**config.mk**
```make
export PLATFORM = sky130hd
export DESIGN_NAME = ibf_fetch_seq
export DESIGN_NICKNAME = d
export VERILOG_FILES = /design/src/rtl/ibf_pkg.sv /design/src/rtl/ibf_rst_sync.sv /design/src/rtl/ibf_plan.sv /design/src/rtl/ibf_addr.sv /design/src/rtl/ibf_ctrl.sv /design/src/rtl/ibf_fetch_seq.sv
export SDC_FILE = /design/constraint.sdc
export NUM_CORES = 1
export LEC_CHECK = 0
export ABC_CLOCK_PERIOD_IN_PS = 1650
export BUFFER_PORTS_ARGS = -buffer_cell sky130_fd_sc_hd__buf_2
export CAP_MARGIN = 5
export CELL_PAD_IN_SITES_DETAIL_PLACEMENT = 0
export CELL_PAD_IN_SITES_GLOBAL_PLACEMENT = 1
export CORE_MARGIN = 5
export CORE_UTILIZATION = 28
export DETAILED_ROUTE_END_ITERATION = 6
export GPL_TIMING_DRIVEN = 0
export PLACE_DENSITY = 0.82
export SLEW_MARGIN = 10
export SYNTH_ARGS = -nofsm -noshare
export SYNTH_HDL_FRONTEND = slang
export SYNTH_SLANG_ARGS = --single-unit
```
**constraint.sdc**
```tcl
create_clock -name clk -period 1.65 [get_ports clk]
set_input_delay 0.33 -clock clk [delete_from_list [all_inputs] [get_ports clk]]
set_output_delay 0.33 -clock clk [all_outputs]
set_load 0.02 [all_outputs]
```
**src/rtl/ibf_pkg.sv**
```systemverilog
package ibf_pkg;
  typedef enum logic [2:0] {
    ST_IDLE = 3'd0,
    ST_REQ  = 3'd1,
    ST_ADDR = 3'd2,
    ST_DATA = 3'd3,
    ST_GAP  = 3'd4,
    ST_DONE = 3'd5
  } ibf_state_e;
endpackage

```
**src/rtl/ibf_rst_sync.sv**
```systemverilog
module ibf_rst_sync #(
  parameter int STAGES = 2
) (
  input  logic clk,
  input  logic rst_n,
  output logic rst_n_sync
);
  logic [STAGES-1:0] sync_q;
  logic [STAGES-1:0] sync_d;

  always_comb begin
    sync_d = {sync_q[STAGES-2:0], 1'b1};
  end

  always_ff @(posedge clk or negedge rst_n) begin
    if (!rst_n) sync_q <= '0;
    else        sync_q <= sync_d;
  end

  assign rst_n_sync = sync_q[STAGES-1];
endmodule

```
**src/rtl/ibf_plan.sv**
```systemverilog
module ibf_plan #(
  parameter int WORDS_WIDE   = 7,
  parameter int WORDS_NARROW = 6,
  parameter int XPT          = 2,
  parameter int CNT_W        = 4
) (
  input  logic             wide_i,
  output logic [CNT_W-1:0] total_o,
  output logic [CNT_W-1:0] keep_o
);
  localparam int TEN_WIDE     = (WORDS_WIDE + XPT - 1) / XPT;
  localparam int TEN_NARROW   = (WORDS_NARROW + XPT - 1) / XPT;
  localparam int TOTAL_WIDE   = TEN_WIDE * XPT;
  localparam int TOTAL_NARROW = TEN_NARROW * XPT;

  always_comb begin
    if (wide_i) begin
      total_o = CNT_W'(TOTAL_WIDE);
      keep_o  = CNT_W'(WORDS_WIDE);
    end else begin
      total_o = CNT_W'(TOTAL_NARROW);
      keep_o  = CNT_W'(WORDS_NARROW);
    end
  end
endmodule

```
**src/rtl/ibf_addr.sv**
```systemverilog
module ibf_addr #(
  parameter int ADDR_W = 32,
  parameter int STEP   = 4
) (
  input  logic              clk,
  input  logic              rst_n,
  input  logic              load_i,
  input  logic [ADDR_W-1:0] base_i,
  input  logic              step_i,
  output logic [ADDR_W-1:0] addr_o
);
  logic [ADDR_W-1:0] addr_q;
  logic [ADDR_W-1:0] addr_d;
  logic              addr_en;

  always_comb begin
    addr_en = load_i | step_i;
    addr_d  = addr_q;
    if (load_i)      addr_d = {base_i[ADDR_W-1:2], 2'b00};
    else if (step_i) addr_d = addr_q + ADDR_W'(STEP);
  end

  always_ff @(posedge clk or negedge rst_n) begin
    if (!rst_n)       addr_q <= '0;
    else if (addr_en) addr_q <= addr_d;
  end

  assign addr_o = {addr_q[ADDR_W-1:2], 2'b00};
endmodule

```
**src/rtl/ibf_ctrl.sv**
```systemverilog
module ibf_ctrl
  import ibf_pkg::*;
#(
  parameter int XPT   = 2,
  parameter int CNT_W = 4
) (
  input  logic             clk,
  input  logic             rst_n,
  input  logic             start_i,
  input  logic             gnt_i,
  input  logic             rvalid_i,
  input  logic             burst_i,
  input  logic [CNT_W-1:0] total_i,
  input  logic [CNT_W-1:0] keep_i,
  output logic             req_o,
  output logic             addr_phase_o,
  output logic             frame_o,
  output logic             done_o,
  output logic             busy_o,
  output logic             load_o,
  output logic             step_o,
  output logic             deliver_o,
  output logic [CNT_W-1:0] idx_o
);
  localparam int BEAT_W = $clog2(XPT + 1);

  ibf_state_e        state_q, state_d;
  logic [BEAT_W-1:0] beat_q, beat_d;
  logic [CNT_W-1:0]  xfer_q, xfer_d;
  logic              last_beat;
  logic [CNT_W-1:0]  xfer_inc;

  assign last_beat = (beat_q == BEAT_W'(XPT - 1));
  assign xfer_inc  = xfer_q + CNT_W'(1);

  always_comb begin
    state_d = state_q;
    beat_d  = beat_q;
    xfer_d  = xfer_q;
    case (state_q)
      ST_IDLE: begin
        if (start_i) begin
          state_d = ST_REQ;
          beat_d  = '0;
          xfer_d  = '0;
        end
      end
      ST_REQ:  if (gnt_i) state_d = ST_ADDR;
      ST_ADDR: state_d = ST_DATA;
      ST_DATA: begin
        if (rvalid_i) begin
          xfer_d = xfer_inc;
          if (last_beat) begin
            beat_d  = '0;
            state_d = (xfer_inc == total_i) ? ST_DONE : ST_REQ;
          end else begin
            beat_d  = beat_q + BEAT_W'(1);
            state_d = burst_i ? ST_DATA : ST_GAP;
          end
        end
      end
      ST_GAP:  state_d = ST_ADDR;
      ST_DONE: state_d = ST_IDLE;
      default: state_d = ST_IDLE;
    endcase
  end

  always_ff @(posedge clk or negedge rst_n) begin
    if (!rst_n) begin
      state_q <= ST_IDLE;
      beat_q  <= '0;
      xfer_q  <= '0;
    end else begin
      state_q <= state_d;
      beat_q  <= beat_d;
      xfer_q  <= xfer_d;
    end
  end

  always_comb begin
    req_o        = (state_q == ST_REQ);
    addr_phase_o = (state_q == ST_ADDR);
    frame_o      = (state_q == ST_ADDR) || (state_q == ST_DATA);
    done_o       = (state_q == ST_DONE);
    busy_o       = (state_q != ST_IDLE);
    load_o       = (state_q == ST_IDLE) && start_i;
    step_o       = (state_q == ST_DATA) && rvalid_i;
    deliver_o    = step_o && (xfer_q < keep_i);
    idx_o        = xfer_q;
  end
endmodule

```
**src/rtl/ibf_fetch_seq.sv**
```systemverilog
module ibf_fetch_seq #(
  parameter int ADDR_W       = 32,
  parameter int DATA_W       = 32,
  parameter int WORDS_WIDE   = 7,
  parameter int WORDS_NARROW = 6,
  parameter int XPT          = 2,
  parameter int IDX_W        = $clog2(((WORDS_WIDE + XPT - 1) / XPT) * XPT + 1)
) (
  input  logic              clk,
  input  logic              rst_n,
  input  logic              start_i,
  input  logic [ADDR_W-1:0] base_addr_i,
  input  logic              wide_mode_i,
  input  logic              burst_en_i,
  output logic              req_o,
  input  logic              gnt_i,
  output logic [ADDR_W-1:0] addr_o,
  output logic              frame_o,
  output logic              addr_phase_o,
  input  logic [DATA_W-1:0] rdata_i,
  input  logic              rvalid_i,
  output logic              word_valid_o,
  output logic [DATA_W-1:0] word_data_o,
  output logic [IDX_W-1:0]  word_idx_o,
  output logic              done_o,
  output logic              busy_o
);
  logic             rst_n_s;
  logic             wide_q, burst_q;
  logic             load, step, deliver;
  logic [IDX_W-1:0] total, keep;

  ibf_rst_sync #(.STAGES(2)) u_rst (
    .clk(clk), .rst_n(rst_n), .rst_n_sync(rst_n_s)
  );

  always_ff @(posedge clk or negedge rst_n_s) begin
    if (!rst_n_s) begin
      wide_q  <= 1'b0;
      burst_q <= 1'b0;
    end else if (load) begin
      wide_q  <= wide_mode_i;
      burst_q <= burst_en_i;
    end
  end

  ibf_plan #(
    .WORDS_WIDE(WORDS_WIDE), .WORDS_NARROW(WORDS_NARROW),
    .XPT(XPT), .CNT_W(IDX_W)
  ) u_plan (
    .wide_i(wide_q), .total_o(total), .keep_o(keep)
  );

  ibf_addr #(.ADDR_W(ADDR_W), .STEP(DATA_W / 8)) u_addr (
    .clk(clk), .rst_n(rst_n_s), .load_i(load), .base_i(base_addr_i),
    .step_i(step), .addr_o(addr_o)
  );

  ibf_ctrl #(.XPT(XPT), .CNT_W(IDX_W)) u_ctrl (
    .clk(clk), .rst_n(rst_n_s), .start_i(start_i), .gnt_i(gnt_i),
    .rvalid_i(rvalid_i), .burst_i(burst_q), .total_i(total), .keep_i(keep),
    .req_o(req_o), .addr_phase_o(addr_phase_o), .frame_o(frame_o),
    .done_o(done_o), .busy_o(busy_o), .load_o(load), .step_o(step),
    .deliver_o(deliver), .idx_o(word_idx_o)
  );

  assign word_valid_o = deliver;
  assign word_data_o  = rdata_i;
endmodule

```
Word-level counts from Yosys, hierarchy flattened
Index checks and enable logic that the tools add are counted.
{"block": "classes", "eq_ne": 10, "add_sub_neg": 3, "bitwise_logic": 1, "muxes": 18, "reduce_logical": 11, "n_lt_le_gt_ge": 1}
{"operator": "32-bit 2-to-1 mux", "count": 2}
{"operator": "32-bit by 3-bit adder with 32-bit output (second input constant)", "count": 1}
{"operator": "3-bit 2-to-1 mux", "count": 6}
{"operator": "3-bit one-hot mux with 5 select lines", "count": 1}
{"operator": "4-bit 2-to-1 mux", "count": 3}
{"operator": "4-bit one-hot mux with 2 select lines", "count": 1}
{"operator": "3-bit by 2-bit equality test with 1-bit output (second input constant)", "count": 2}
{"operator": "3-bit equality test (second input constant)", "count": 2}
{"operator": "2-bit 2-to-1 mux", "count": 3}
{"operator": "3-bit AND reduction", "count": 2}
{"operator": "4-bit by 1-bit adder with 4-bit output (second input constant)", "count": 1}
{"operator": "4-bit equality test", "count": 1}
{"operator": "4-bit by 3-bit < comparator with 1-bit output", "count": 1}
{"operator": "2-bit != test (second input constant)", "count": 2}
{"operator": "2-bit one-hot mux with 2 select lines", "count": 1}
{"operator": "2-bit nonzero test", "count": 2}
{"operator": "3-bit by 1-bit equality test with 1-bit output (second input constant)", "count": 1}
{"operator": "1-bit logical AND", "count": 3}
{"operator": "3-bit logical NOT", "count": 1}
{"operator": "3-bit nonzero test", "count": 1}
{"operator": "2-bit by 1-bit adder with 2-bit output (second input constant)", "count": 1}
{"operator": "2-bit by 1-bit equality test with 1-bit output (second input constant)", "count": 1}
{"operator": "2-bit by 1-bit != test with 1-bit output (second input constant)", "count": 1}
{"operator": "2-bit AND reduction", "count": 1}
{"operator": "3 further kinds", "count": 3}
{"block": "totals", "reg_bits": 45, "in_bits": 71}

Depth between registers and ports, before layout
{"block": "depth", "ltp_word": 6, "depth_mapped": 7, "mapped_depth_nobuf": 6}

Cells and area by module
Synthesis repeated with hierarchy kept, for this count alone.
{"block": "unflattened", "hier_cells": 326, "area_unflattened_um2": 2860.2}
{"mod": "ibf_addr", "area_per_inst_um2": 1793.0, "cells_each": 203, "n_inst": 1}
{"mod": "ibf_ctrl", "area_per_inst_um2": 636.9, "cells_each": 74, "n_inst": 1}
{"mod": "ibf_fetch_seq", "area_per_inst_um2": 312.8, "cells_each": 36, "n_inst": 1}
{"mod": "ibf_plan", "area_per_inst_um2": 63.8, "cells_each": 10, "n_inst": 1}
{"mod": "ibf_rst_sync", "area_per_inst_um2": 53.8, "cells_each": 3, "n_inst": 1}

Worst setup path before layout
Ideal clock, no wire load.
{"block": "synth_timing", "path_kind": "register to register", "from": "register u_addr.addr_q[7]", "to": "register u_addr.addr_q[24]", "stages_incl_launch_ff": 7, "t_arrival_ns": 2.145, "required_time_ns": 1.532, "path_slack_ns": -0.613, "n_path_buf": 1, "cell_sequence": "dfrtp_1 nand4_4 or4_1 buf_2 or4_4 a21o_1 a21o_1"}
{"block": "synth_via", "elab_chain_len": 3}
{"element": "start: declaration", "line_no": "ibf_addr.sv:12", "rtl": "logic [ADDR_W-1:0] addr_q;"}
{"element": "start signal: assignment", "line_no": "ibf_addr.sv:25", "rtl": "else if (addr_en) addr_q <= addr_d;"}
{"element": "32-bit by 3-bit adder with 32-bit output", "line_no": "ibf_addr.sv:20", "rtl": "else if (step_i) addr_d = addr_q + ADDR_W'(STEP);"}
{"element": "32-bit 2-to-1 mux", "line_no": "ibf_addr.sv:20"}
{"element": "32-bit 2-to-1 mux", "line_no": "ibf_addr.sv:19", "rtl": "if (load_i) addr_d = {base_i[ADDR_W-1:2], 2'b00};"}
Every way passes these cells. The select of a mux whose other input is x is not followed.
A chain may end at the register's enable or synchronous reset.

Worst setup path in the final report
{"block": "layout_timing", "from": "register u_addr.addr_q[5]", "to": "register u_addr.addr_q[24]"}
The elaborated chain is that of the path after synthesis.

==> impl_metrics.toml <==
[timing]
skew_ns = 0.00939
final.setup.worst_slack_ns = -0.367
setup_violations = 23
period_minus_slack_ns = 2.02
max_freq_mhz = 496
fin_crit_sh = 1.22
rsz0062_at_grt = "yes"
timing.final.hold_violations = 0
maxSlewViolCount = 0

[detailed_routing]
drt-initial-drc-count = 153
ant_nets = 0
wirelength_um = 10200
vias_per_cell = 4.76
drcViolationCount = 0
wl_per_cell_um = 16.1
vias = 3004
firstDrtPassIters = 4

[critical_path]
critPathRequiredTime_ns = 1.84
critPathKind = "reg -> reg"
crit_path_max_fanout = 4
start_kind = "flip-flop"
endpoint_kind = "flip-flop"
cp.arrival_ns = 2.21
crit_chain = "nand4_1, or4_4, or4_4, a21o_1, a21o_1"
worstReg2RegEnd = "u_addr.addr_q[24]$_DFFE_PN0P_"
timing.rr.start = "u_addr.addr_q[5]$_DFFE_PN0P_"
r2r_slack_ns = -0.37
crit_path_top_delay_cell = "or4_4"
critPathCapture = "u_addr.addr_q[24]$_DFFE_PN0P_"
reg2regPathDepth = 5
crit_start = "u_addr.addr_q[5]$_DFFE_PN0P_"
slowest_delay_ns = 0.51

[global_route]
grt_pass1_vias = 2902
antenna_found_initial = 0
globalRoute.totalOverflow = 0
track_usage = 0.157
grt_max_degree = 25
grt_pass1_wl_um = 14400

[place]
portBuffers = 108
globalplace.congestion = 0.771
detailedPlacementHpwl_um = 6670
dp_worst_setup_slack_ns = -0.522
dpl_cell_area_um2 = 3490
post-place-cells = 553

[final_layout]
area_growth_pct = 72.7
diodes = 0
layout-drive-gt1-share = 0.598
finalNonFillerCells = 631
fin_area_um2 = 4620
fillCellCount = 876
final_util = 0.498
nets = 574

[pwr]
leakage_nw = 2.29
power_density_nw_per_um2 = 1540
vdd_drop_max_mv = 0.520

[die]
ioPinCount = 145
die_x_um = 108
initial_utilization = 0.288
die_y_um = 108
core_um2 = 9280
core.rowCount = 35
fp.dieArea_um2 = 11600

[clocking]
clk_latency_ns = 0.30
cts_tree = "yes"
htreeDepth = 2
path_clk_slew_ns = 0.09
clk_path_buf_depth = 2
cts_root_buf = "clkbuf_8"
cts.sinks = 43
cts_buffers = 5

[min_path]
hp-class = "reg -> async"

[job]
drv_cap = 0

[yosys]
synth_compound_area_frac = 0.112
yosys_warnings = 0
seq_area_frac_synth = 0.402
async_flop_share = 1.00
syn_area_per_cell_um2 = 8.52
ys.flop_type = "dfrtp_1"
ys_seq_elements = 43
synth_cells = 314
ys_types = 48
netlist_top_cells_area = "dfrtp_1 (40%), buf_4 (9.5%), nand2_1 (6.6%)"
synth_edf_count = 0
synth_xor_xnor_area_share = 0.0655
yosysTopAreaCellShare = 0.402
synth-simple-area-share = 0.270
synth_fa_ha_area_frac = 0.00935
synth_top_family_by_area = "simple AND/OR/NAND/NOR gates"
synth_area_um2 = 2680
synthMuxAreaShare = 0.00795
synth_top_cell_by_area = "dfrtp_1"

[status]
violations = "negative setup slack"
status = "finished with violations"
==> kinds of logic after synthesis <==
family,count (synthesis)
and+or+nand+nor,141
buffers and inverters,55
AOI/OAI and AO/OA,49
DFF,43
xor gates and xnor gates,20
adders and majority gates,2
other,2
muxes,2
==> metrics by stage <==
stage	power [mW]	hold slack (ns)	setup TNS [ns]
3_3_place_gp	4.90	0.116	-18.93
6_report	7.11	0.204	-3.32
3_5_place_dp	4.98	0.120	-10.45
5_1_grt	7.53	0.228	-5.60
4_1_cts	6.47	0.224	-4.66
2_1_floorplan	3.97	0.0344	-2.52
==> worst min-delay path by stage <==
stage	to	slack, ns	depth (start not counted)
3_3_place_gp	u_rst.sync_q[0]$_DFF_PN0_	0.12	1
2_1_floorplan	u_rst.sync_q[0]$_DFF_PN0_	0.03	0
4_1_cts	wide_q$_DFFE_PN0P_	0.22	0
3_5_place_dp	u_rst.sync_q[0]$_DFF_PN0_	0.12	1
6_report	u_ctrl.beat_q[0]$_DFFE_PN0P_	0.20	0
5_1_grt	wide_q$_DFFE_PN0P_	0.23	3
==> repair_timing <==
item / CTS / global route
pin swaps: 33 / 48
cloned: 0 / 1
hold buffers: 1 / 0
setup endpoints to repair: 44 / 44
endpoints found under the hold margin: 2 / 0
setup buffers: 37 / 36
resized for setup: 81 / 61
==> cell usage after synthesis, drive strengths merged (3+ instances only) <==
cell type,number
inv,7
nor4,7
a21oi,4
nor3,11
o21ai,24
xor2,10
buf,38
nand2,47
dfrtp,43
xnor2,10
a22oi,3
nor2b,4
and3,5
nand3,14
nor2,21
clkbuf,10
nand4,15
or4,4
o211ai,6
==> sequential cells by signal, indices dropped and copies added, names as in the netlist <==
register	flops
burst_q	1
u_ctrl.idx_o	4
u_ctrl.state_q	3
u_rst.sync_q	2
wide_q	1
u_ctrl.beat_q	2
u_addr.addr_q	30
==> metal layers <==
layer  GRT usage  vias to the layer above  routed length [um]
met5           0                        -                   0
met4      0.0460                        0                 256
met3      0.0342                       24                 683
met2       0.267                      132                5140
met1       0.199                     1410                4090
li1            -                     1438                   -
==> power by group <==
group	switching, mW	internal, mW	total [mW]
combinational	2.32	2.04	4.36
clock	0.380	0.298	0.679
sequential	0.532	1.54	2.07
total	3.24	3.88	7.11
==> final cells by class <==
type	instances	area (um^2)	share of cell area
multi-input combinational	217	1650	0.357
timing repair buffer	183	1240	0.268
clock inverter	1	5.00	0.00108
tap	129	161	0.0349
inverter	7	26.3	0.00568
clock buffer	7	76.3	0.0165
sequential	43	1100	0.237
buffer	44	368	0.0796
==> critical path, delay by kind of cell (launching register included) <==
| family | cells | cell delay (ns) |
|---|---|---|
| flops | 1 | 0.40 |
| compound gates | 2 | 0.33 |
| simple gates | 3 | 1.18 |
==> cell usage in the layout, fill, tap and decap left out, drive strengths merged, types with 10 or more instances in the layout <==
cell type | netlist | final
nand3 | 14 | 14
buf | 38 | 221
dfrtp | 43 | 43
o21ai | 24 | 24
nor2 | 21 | 21
clkbuf | 10 | 12
nor3 | 11 | 11
xor2 | 10 | 10
nand2 | 47 | 47
nand4 | 15 | 15
xnor2 | 10 | 10
Power figures use the tool's default switching activity.
